===== config.mk =====
export PLATFORM = sky130hd
export DESIGN_NAME = pci_caplist_regs
export DESIGN_NICKNAME = d
export VERILOG_FILES = /design/src/rtl/pci_caplist_pkg.sv /design/src/rtl/pci_caplist_dec.sv /design/src/rtl/pci_caplist_store.sv /design/src/rtl/pci_caplist_rdmux.sv /design/src/rtl/pci_caplist_regs.sv
export SDC_FILE = /design/constraint.sdc
export NUM_CORES = 1
export LEC_CHECK = 0
export BUFFER_PORTS_ARGS = -buffer_cell sky130_fd_sc_hd__buf_4
export CORE_MARGIN = 5
export CORE_UTILIZATION = 58
export CTS_CLUSTER_SIZE = 10
export DETAILED_ROUTE_END_ITERATION = 10
export GPL_ROUTABILITY_DRIVEN = 0
export GPL_TIMING_DRIVEN = 0
export PLACE_DENSITY = 0.86
export REMOVE_ABC_BUFFERS = 1
export SLEW_MARGIN = 15
export SYNTH_ARGS = -nofsm -noshare
export SYNTH_HDL_FRONTEND = slang
export SYNTH_HIERARCHICAL = 1
export SYNTH_SLANG_ARGS = --single-unit

===== constraint.sdc =====
create_clock -name clk -period 4.5 [get_ports clk]
set_input_delay 0.45 -clock clk [delete_from_list [all_inputs] [get_ports clk]]
set_output_delay 0.45 -clock clk [all_outputs]
set_load 0.02 [all_outputs]

===== src/rtl/pci_caplist_pkg.sv =====
package pci_caplist_pkg;

  localparam int DW    = 32;
  localparam int LANES = DW / 8;
  localparam int NF    = 11;

  // field indices of stored bytes
  localparam int F_CMD   = 0;
  localparam int F_STAT  = 1;
  localparam int F_CPTR  = 2;
  localparam int F_PMNX  = 3;
  localparam int F_PMCS0 = 4;
  localparam int F_PMCS1 = 5;
  localparam int F_HSID  = 6;
  localparam int F_HSNX  = 7;
  localparam int F_HSCS  = 8;
  localparam int F_VPDA0 = 9;
  localparam int F_VPDA1 = 10;

  // fixed byte offset of each stored field
  function automatic logic [7:0] fld_off(input int f);
    case (f)
      F_CMD:   return 8'h04;
      F_STAT:  return 8'h06;
      F_CPTR:  return 8'h34;
      F_PMNX:  return 8'h41;
      F_PMCS0: return 8'h44;
      F_PMCS1: return 8'h45;
      F_HSID:  return 8'h48;
      F_HSNX:  return 8'h49;
      F_HSCS:  return 8'h4A;
      F_VPDA0: return 8'h4E;
      F_VPDA1: return 8'h4F;
      default: return 8'hFF;
    endcase
  endfunction

  // implemented bits of each field
  function automatic logic [7:0] fld_mask(input int f);
    return (f == F_STAT) ? 8'h10 : 8'hFF;
  endfunction

  // field may be written by the host port
  function automatic logic fld_host_wr(input int f);
    case (f)
      F_CMD, F_PMCS0, F_PMCS1, F_HSCS, F_VPDA0, F_VPDA1: return 1'b1;
      default: return 1'b0;
    endcase
  endfunction

  // fixed identifier bytes (not stored)
  function automatic logic [7:0] const_byte(input logic [7:0] off);
    case (off)
      8'h40:   return 8'h01;
      8'h4C:   return 8'h03;
      default: return 8'h00;
    endcase
  endfunction

endpackage


===== src/rtl/pci_caplist_dec.sv =====
module pci_caplist_dec
  import pci_caplist_pkg::*;
#(
  parameter int BAW = 8
) (
  input  logic           en,
  input  logic [BAW-1:0] baddr,
  output logic [NF-1:0]  hit
);

  for (genvar f = 0; f < NF; f++) begin : g_fld
    localparam logic [BAW-1:0] OFF = BAW'(fld_off(f));
    assign hit[f] = en && (baddr == OFF);
  end

endmodule


===== src/rtl/pci_caplist_store.sv =====
module pci_caplist_store
  import pci_caplist_pkg::*;
#(
  parameter logic [8*NF-1:0] RST_VEC = '0
) (
  input  logic            clk,
  input  logic            rst_n,
  input  logic [NF-1:0]   host_hit,
  input  logic [8*NF-1:0] host_byte,
  input  logic [NF-1:0]   ee_hit,
  input  logic [7:0]      ee_data,
  output logic [8*NF-1:0] q
);

  logic [NF-1:0]   en;
  logic [8*NF-1:0] d;

  // next-state: load path has priority over host path
  always_comb begin
    for (int f = 0; f < NF; f++) begin
      en[f] = ee_hit[f] | (host_hit[f] & fld_host_wr(f));
      if (ee_hit[f]) d[8*f +: 8] = ee_data & fld_mask(f);
      else           d[8*f +: 8] = host_byte[8*f +: 8] & fld_mask(f);
    end
  end

  for (genvar f = 0; f < NF; f++) begin : g_reg
    always_ff @(posedge clk or negedge rst_n) begin
      if (!rst_n)     q[8*f +: 8] <= RST_VEC[8*f +: 8];
      else if (en[f]) q[8*f +: 8] <= d[8*f +: 8];
    end
  end

endmodule


===== src/rtl/pci_caplist_rdmux.sv =====
module pci_caplist_rdmux
  import pci_caplist_pkg::*;
#(
  parameter int CFG_AW = 6
) (
  input  logic [CFG_AW-1:0] idx,
  input  logic [8*NF-1:0]   q,
  output logic [DW-1:0]     dword
);

  localparam int LB  = $clog2(LANES);
  localparam int BAW = CFG_AW + LB;

  for (genvar l = 0; l < LANES; l++) begin : g_lane
    logic [BAW-1:0] boff;
    logic [7:0]     lane_v;
    assign boff = {idx, LB'(l)};
    always_comb begin
      lane_v = const_byte(8'(boff));
      for (int f = 0; f < NF; f++)
        if (boff == BAW'(fld_off(f))) lane_v = lane_v | q[8*f +: 8];
    end
    assign dword[8*l +: 8] = lane_v;
  end

endmodule


===== src/rtl/pci_caplist_regs.sv =====
module pci_caplist_regs
  import pci_caplist_pkg::*;
#(
  parameter int         CFG_AW   = 6,
  parameter logic [7:0] CPTR_RST = 8'h40,
  parameter logic [7:0] PMNX_RST = 8'h48,
  parameter logic [7:0] HSID_RST = 8'h06,
  parameter logic [7:0] HSNX_RST = 8'h4C
) (
  input  logic              clk,
  input  logic              rst_n,
  input  logic              cfg_req,
  input  logic              cfg_we,
  input  logic [CFG_AW-1:0] cfg_addr,
  input  logic [3:0]        cfg_be,
  input  logic [31:0]       cfg_wdata,
  output logic              cfg_rvalid,
  output logic [31:0]       cfg_rdata,
  input  logic              ee_wr,
  input  logic [CFG_AW+1:0] ee_addr,
  input  logic [7:0]        ee_data,
  input  logic              ee_last,
  output logic              ee_done
);

  localparam int LB  = $clog2(LANES);
  localparam int BAW = CFG_AW + LB;

  // reset image, field F_VPDA1 first down to F_CMD
  localparam logic [8*NF-1:0] RST_VEC = {
    8'h00, 8'h00, 8'h00, HSNX_RST, HSID_RST,
    8'h00, 8'h00, PMNX_RST, CPTR_RST, 8'h10, 8'h00};

  // reset: asynchronous assert, synchronous release
  logic [1:0] rst_sync;
  logic       rst_sync_n;
  always_ff @(posedge clk or negedge rst_n) begin
    if (!rst_n) rst_sync <= 2'b00;
    else        rst_sync <= {rst_sync[0], 1'b1};
  end
  assign rst_sync_n = rst_sync[1];

  // host lane decoders, all at fixed offsets
  logic [NF-1:0] lane_hit [LANES];
  logic [NF-1:0] host_hit;
  logic [8*NF-1:0] host_byte;
  logic [NF-1:0] ee_hit;
  logic [8*NF-1:0] fld_q;

  for (genvar l = 0; l < LANES; l++) begin : g_hdec
    pci_caplist_dec #(.BAW(BAW)) u_dec (
      .en    (cfg_req && cfg_we && cfg_be[l]),
      .baddr ({cfg_addr, LB'(l)}),
      .hit   (lane_hit[l])
    );
  end

  always_comb begin
    host_hit = '0;
    for (int l = 0; l < LANES; l++) host_hit = host_hit | lane_hit[l];
  end

  for (genvar f = 0; f < NF; f++) begin : g_hbyte
    localparam int LN = int'(fld_off(f)) % LANES;
    assign host_byte[8*f +: 8] = cfg_wdata[8*LN +: 8];
  end

  pci_caplist_dec #(.BAW(BAW)) u_eedec (
    .en    (ee_wr),
    .baddr (ee_addr),
    .hit   (ee_hit)
  );

  pci_caplist_store #(.RST_VEC(RST_VEC)) u_store (
    .clk       (clk),
    .rst_n     (rst_sync_n),
    .host_hit  (host_hit),
    .host_byte (host_byte),
    .ee_hit    (ee_hit),
    .ee_data   (ee_data),
    .q         (fld_q)
  );

  logic [DW-1:0] rd_dword;
  pci_caplist_rdmux #(.CFG_AW(CFG_AW)) u_rdmux (
    .idx   (cfg_addr),
    .q     (fld_q),
    .dword (rd_dword)
  );

  // read response and load-done next state
  logic          rd_en;
  logic          rvalid_d;
  logic          done_d;
  assign rd_en    = cfg_req && !cfg_we;
  assign rvalid_d = rd_en;
  assign done_d   = ee_done | (ee_wr & ee_last);

  always_ff @(posedge clk or negedge rst_sync_n) begin
    if (!rst_sync_n) begin
      cfg_rvalid <= 1'b0;
      cfg_rdata  <= '0;
      ee_done    <= 1'b0;
    end else begin
      cfg_rvalid <= rvalid_d;
      if (rd_en) cfg_rdata <= rd_dword;
      ee_done <= done_d;
    end
  end

endmodule


==> impl_metrics.prom <==
# TYPE chip_impl_metric gauge
chip_impl_metric{name="worst_clock_skew",unit="ns"} 0.00627
chip_impl_info{name="cts_tree",value="done"} 1
chip_impl_metric{name="worstSkewPairLatency",unit="ns"} 0.41
chip_impl_metric{name="grt_util_all_layers",unit=""} 0.247
chip_impl_metric{name="max-vdd-ir-drop",unit="uV"} 238
chip_impl_metric{name="cts.path.max_buffers",unit=""} 2
chip_impl_metric{name="detailed_place_hpwl",unit="um"} 11100
chip_impl_metric{name="min_period_over_period",unit=""} 0.488
chip_impl_metric{name="number_of_antenna_violations_at_the_first_check_in_global_routing",unit=""} 0
chip_impl_metric{name="postCtsResizedCells",unit=""} 0
chip_impl_info{name="outcome",value="finished, final reports clean"} 1
chip_impl_metric{name="least_margin_pin_slew",unit="ns"} 0.921
chip_impl_metric{name="drt_pass1_iterations",unit=""} 6
chip_impl_metric{name="finalHoldViolations",unit=""} 0
chip_impl_metric{name="grt_max_degree",unit=""} 46
chip_impl_metric{name="h-tree-depth",unit=""} 4
chip_impl_metric{name="viasPerCell",unit=""} 5.89
chip_impl_metric{name="grt.overflow.total",unit=""} 0
chip_impl_metric{name="grt_first_pass_wirelength",unit="um"} 26000
chip_impl_metric{name="synthCells",unit=""} 558
chip_impl_info{name="capture_endpoint_of_the_worst_hold_path",value="ee_done"} 1
chip_impl_metric{name="clkSinkCount",unit=""} 117
chip_impl_metric{name="final-setup-viol-count",unit=""} 0
chip_impl_metric{name="met1_length",unit="um"} 6660
chip_impl_metric{name="antenna_cells_inserted",unit=""} 0
chip_impl_info{name="timing.hold.worst.start",value="ee_last"} 1
chip_impl_metric{name="first_global_vias",unit=""} 5169
chip_impl_metric{name="timing.final.crit_period",unit="ns"} 2.20
chip_impl_metric{name="start_util",unit=""} 0.589
chip_impl_info{name="grt_setup_unrepaired",value="false"} 1
chip_impl_info{name="type_of_element_capturing_the_critical_path",value="flip-flop"} 1
chip_impl_info{name="mostFrequentLayoutCell",value="sky130_fd_sc_hd__dfrtp_1"} 1
chip_impl_metric{name="yosys_warnings",unit=""} 6
chip_impl_metric{name="die_height",unit="um"} 117
chip_impl_metric{name="leakage_power",unit="uW"} 0.00347
chip_impl_info{name="layout_common_cells",value="107 x sky130_fd_sc_hd__dfrtp_1, 103 x sky130_fd_sc_hd__buf_4, 64 x sky130_fd_sc_hd__mux2i_1"} 1
chip_impl_metric{name="ff2ff_path_depth",unit=""} 4
chip_impl_metric{name="antenna_violating_nets_post_route",unit=""} 0
chip_impl_info{name="worst_r2r_endpoint",value="cfg_rdata[10]"} 1
chip_impl_metric{name="reg2reg_setup_slack",unit="ns"} 3.20
chip_impl_metric{name="critPathRequiredTime",unit="ns"} 4.80
chip_impl_metric{name="final_setup_tns",unit="ns"} 0
chip_impl_metric{name="met3_length",unit="um"} 1090
chip_impl_metric{name="netlist_area",unit="mm^2"} 0.00667
chip_impl_metric{name="report.final.slew_viol_count",unit=""} 0
chip_impl_metric{name="numCtsBuffers",unit=""} 17
chip_impl_metric{name="final_area",unit="mm^2"} 0.00793
chip_impl_metric{name="slew_headroom",unit=""} 0.381
chip_impl_metric{name="port-buffer-count",unit=""} 97
chip_impl_metric{name="die_x",unit="um"} 117
chip_impl_metric{name="fp.dieArea",unit="mm^2"} 0.0137
chip_impl_metric{name="power_density",unit="mW/mm^2"} 341
chip_impl_metric{name="timing.critical_path.fanout_max",unit=""} 8
chip_impl_info{name="holdCritPathClass",value="in -> reg"} 1
chip_impl_metric{name="ios",unit=""} 98
chip_impl_metric{name="finalWirelength",unit="um"} 16400
chip_impl_info{name="worst_r2r_startpoint",value="u_store/q[58]"} 1
chip_impl_metric{name="cts.reportedPaths.clkPinSlew",unit="ns"} 0.06
chip_impl_metric{name="worst_hold_slack",unit="ns"} 0.239
chip_impl_metric{name="max-cap-violations",unit=""} 0
chip_impl_metric{name="area_growth_syn_to_layout",unit="%"} 18.9
chip_impl_metric{name="fillers",unit=""} 760
chip_impl_metric{name="placeableCoreArea",unit="mm^2"} 0.0113
chip_impl_info{name="cts-root-buf",value="sky130_fd_sc_hd__clkbuf_16"} 1
chip_impl_info{name="timing.critical_path.from_type",value="input pin"} 1
chip_impl_metric{name="multiInputGateArea",unit="mm^2"} 0.00339
chip_impl_metric{name="post_synth.cell_area_avg",unit="um^2"} 11.9
chip_impl_info{name="top_layer_used",value="met4"} 1
chip_impl_metric{name="detail_route.drc_violations",unit=""} 0
chip_impl_metric{name="seqCellArea",unit="mm^2"} 0.00294
chip_impl_metric{name="detailroute.wirelength.met2",unit="um"} 8200
chip_impl_metric{name="detail_route.wl_per_cell",unit="um"} 19.6
chip_impl_metric{name="fmaxAchievable",unit="MHz"} 455
chip_impl_metric{name="cp_data_arrival_time",unit="ns"} 2.49
chip_impl_info{name="criticalPathCategory",value="in -> reg"} 1
chip_impl_metric{name="num_vias",unit=""} 4935
chip_impl_metric{name="row_count",unit=""} 39
chip_impl_metric{name="number_of_nets_in_the_layout",unit=""} 746
chip_impl_metric{name="postPlaceCellArea",unit="mm^2"} 0.00734
chip_impl_metric{name="first_iter_violations",unit=""} 482
chip_impl_metric{name="final_layout_size_suffix_gt1_frac",unit=""} 0.351
chip_impl_metric{name="whs_path_depth",unit=""} 2
[worst max path at each step]
| stage | from | endpoint | slack (ns) |
|---|---|---|---|
| after floorplan | rst_sync[1] | cfg_rdata[0] | 1.01 |
| after global placement | rst_sync[1] | cfg_rdata[16] | -0.07 |
| after detailed placement | ee_addr[5] | u_store/q[38] | 1.68 |
| after CTS | ee_addr[5] | u_store/q[38] | 2.00 |
| after global routing | cfg_addr[3] | cfg_rdata[0] | 2.20 |
| final | ee_addr[5] | u_store/q[24] | 2.30 |
[layer usage]
metal	global-route usage	vias to the layer above
met5	0	-
met4	0.111	0
met3	0.0581	45
met2	0.402	225
met1	0.314	2447
li1	-	2218
[timing repair]
action | 4_1_cts | 5_1_grt
hold endpoints to repair | 2 | 0
hold buffers | 1 | 0
setup buffers | 0 | 0
[state kept, by name (all words and copies together) (netlist names)]
signal	count
u_store/q	81
cfg_rdata	32
rst_sync	2
cfg_rvalid	1
ee_done	1
[critical path, cell delays in order]
cell and delay (ns):
sky130_fd_sc_hd__buf_4 0.11, sky130_fd_sc_hd__or4b_1 0.78, sky130_fd_sc_hd__nor4_4 0.79, sky130_fd_sc_hd__mux2_4 0.36
[where the power goes]
group / switching, uW / internal (uW)
clock: 505 / 775
sequential: 41.0 / 1120
combinational: 143 / 122
total: 689 / 2010
[cell type report]
class                      count  share of cell area
sequential                   117               0.371
clock buffer                  18              0.0554
multi-input combinational    438               0.427
tap                          143              0.0226
timing repair buffer         108               0.107
clock inverter                14              0.0167
[metrics by stage]
step                 util  worst slack, ns  cells  power, uW
floorplan               -             1.01    555       1300
global placement    0.635          -0.0725    795       1400
detailed placement  0.648             1.68    805       1430
CTS                 0.699             2.00    838       2710
global route        0.700             2.20    838       2800
finish              0.700             2.30    838       2700
(Power assumes the default switching activity.)
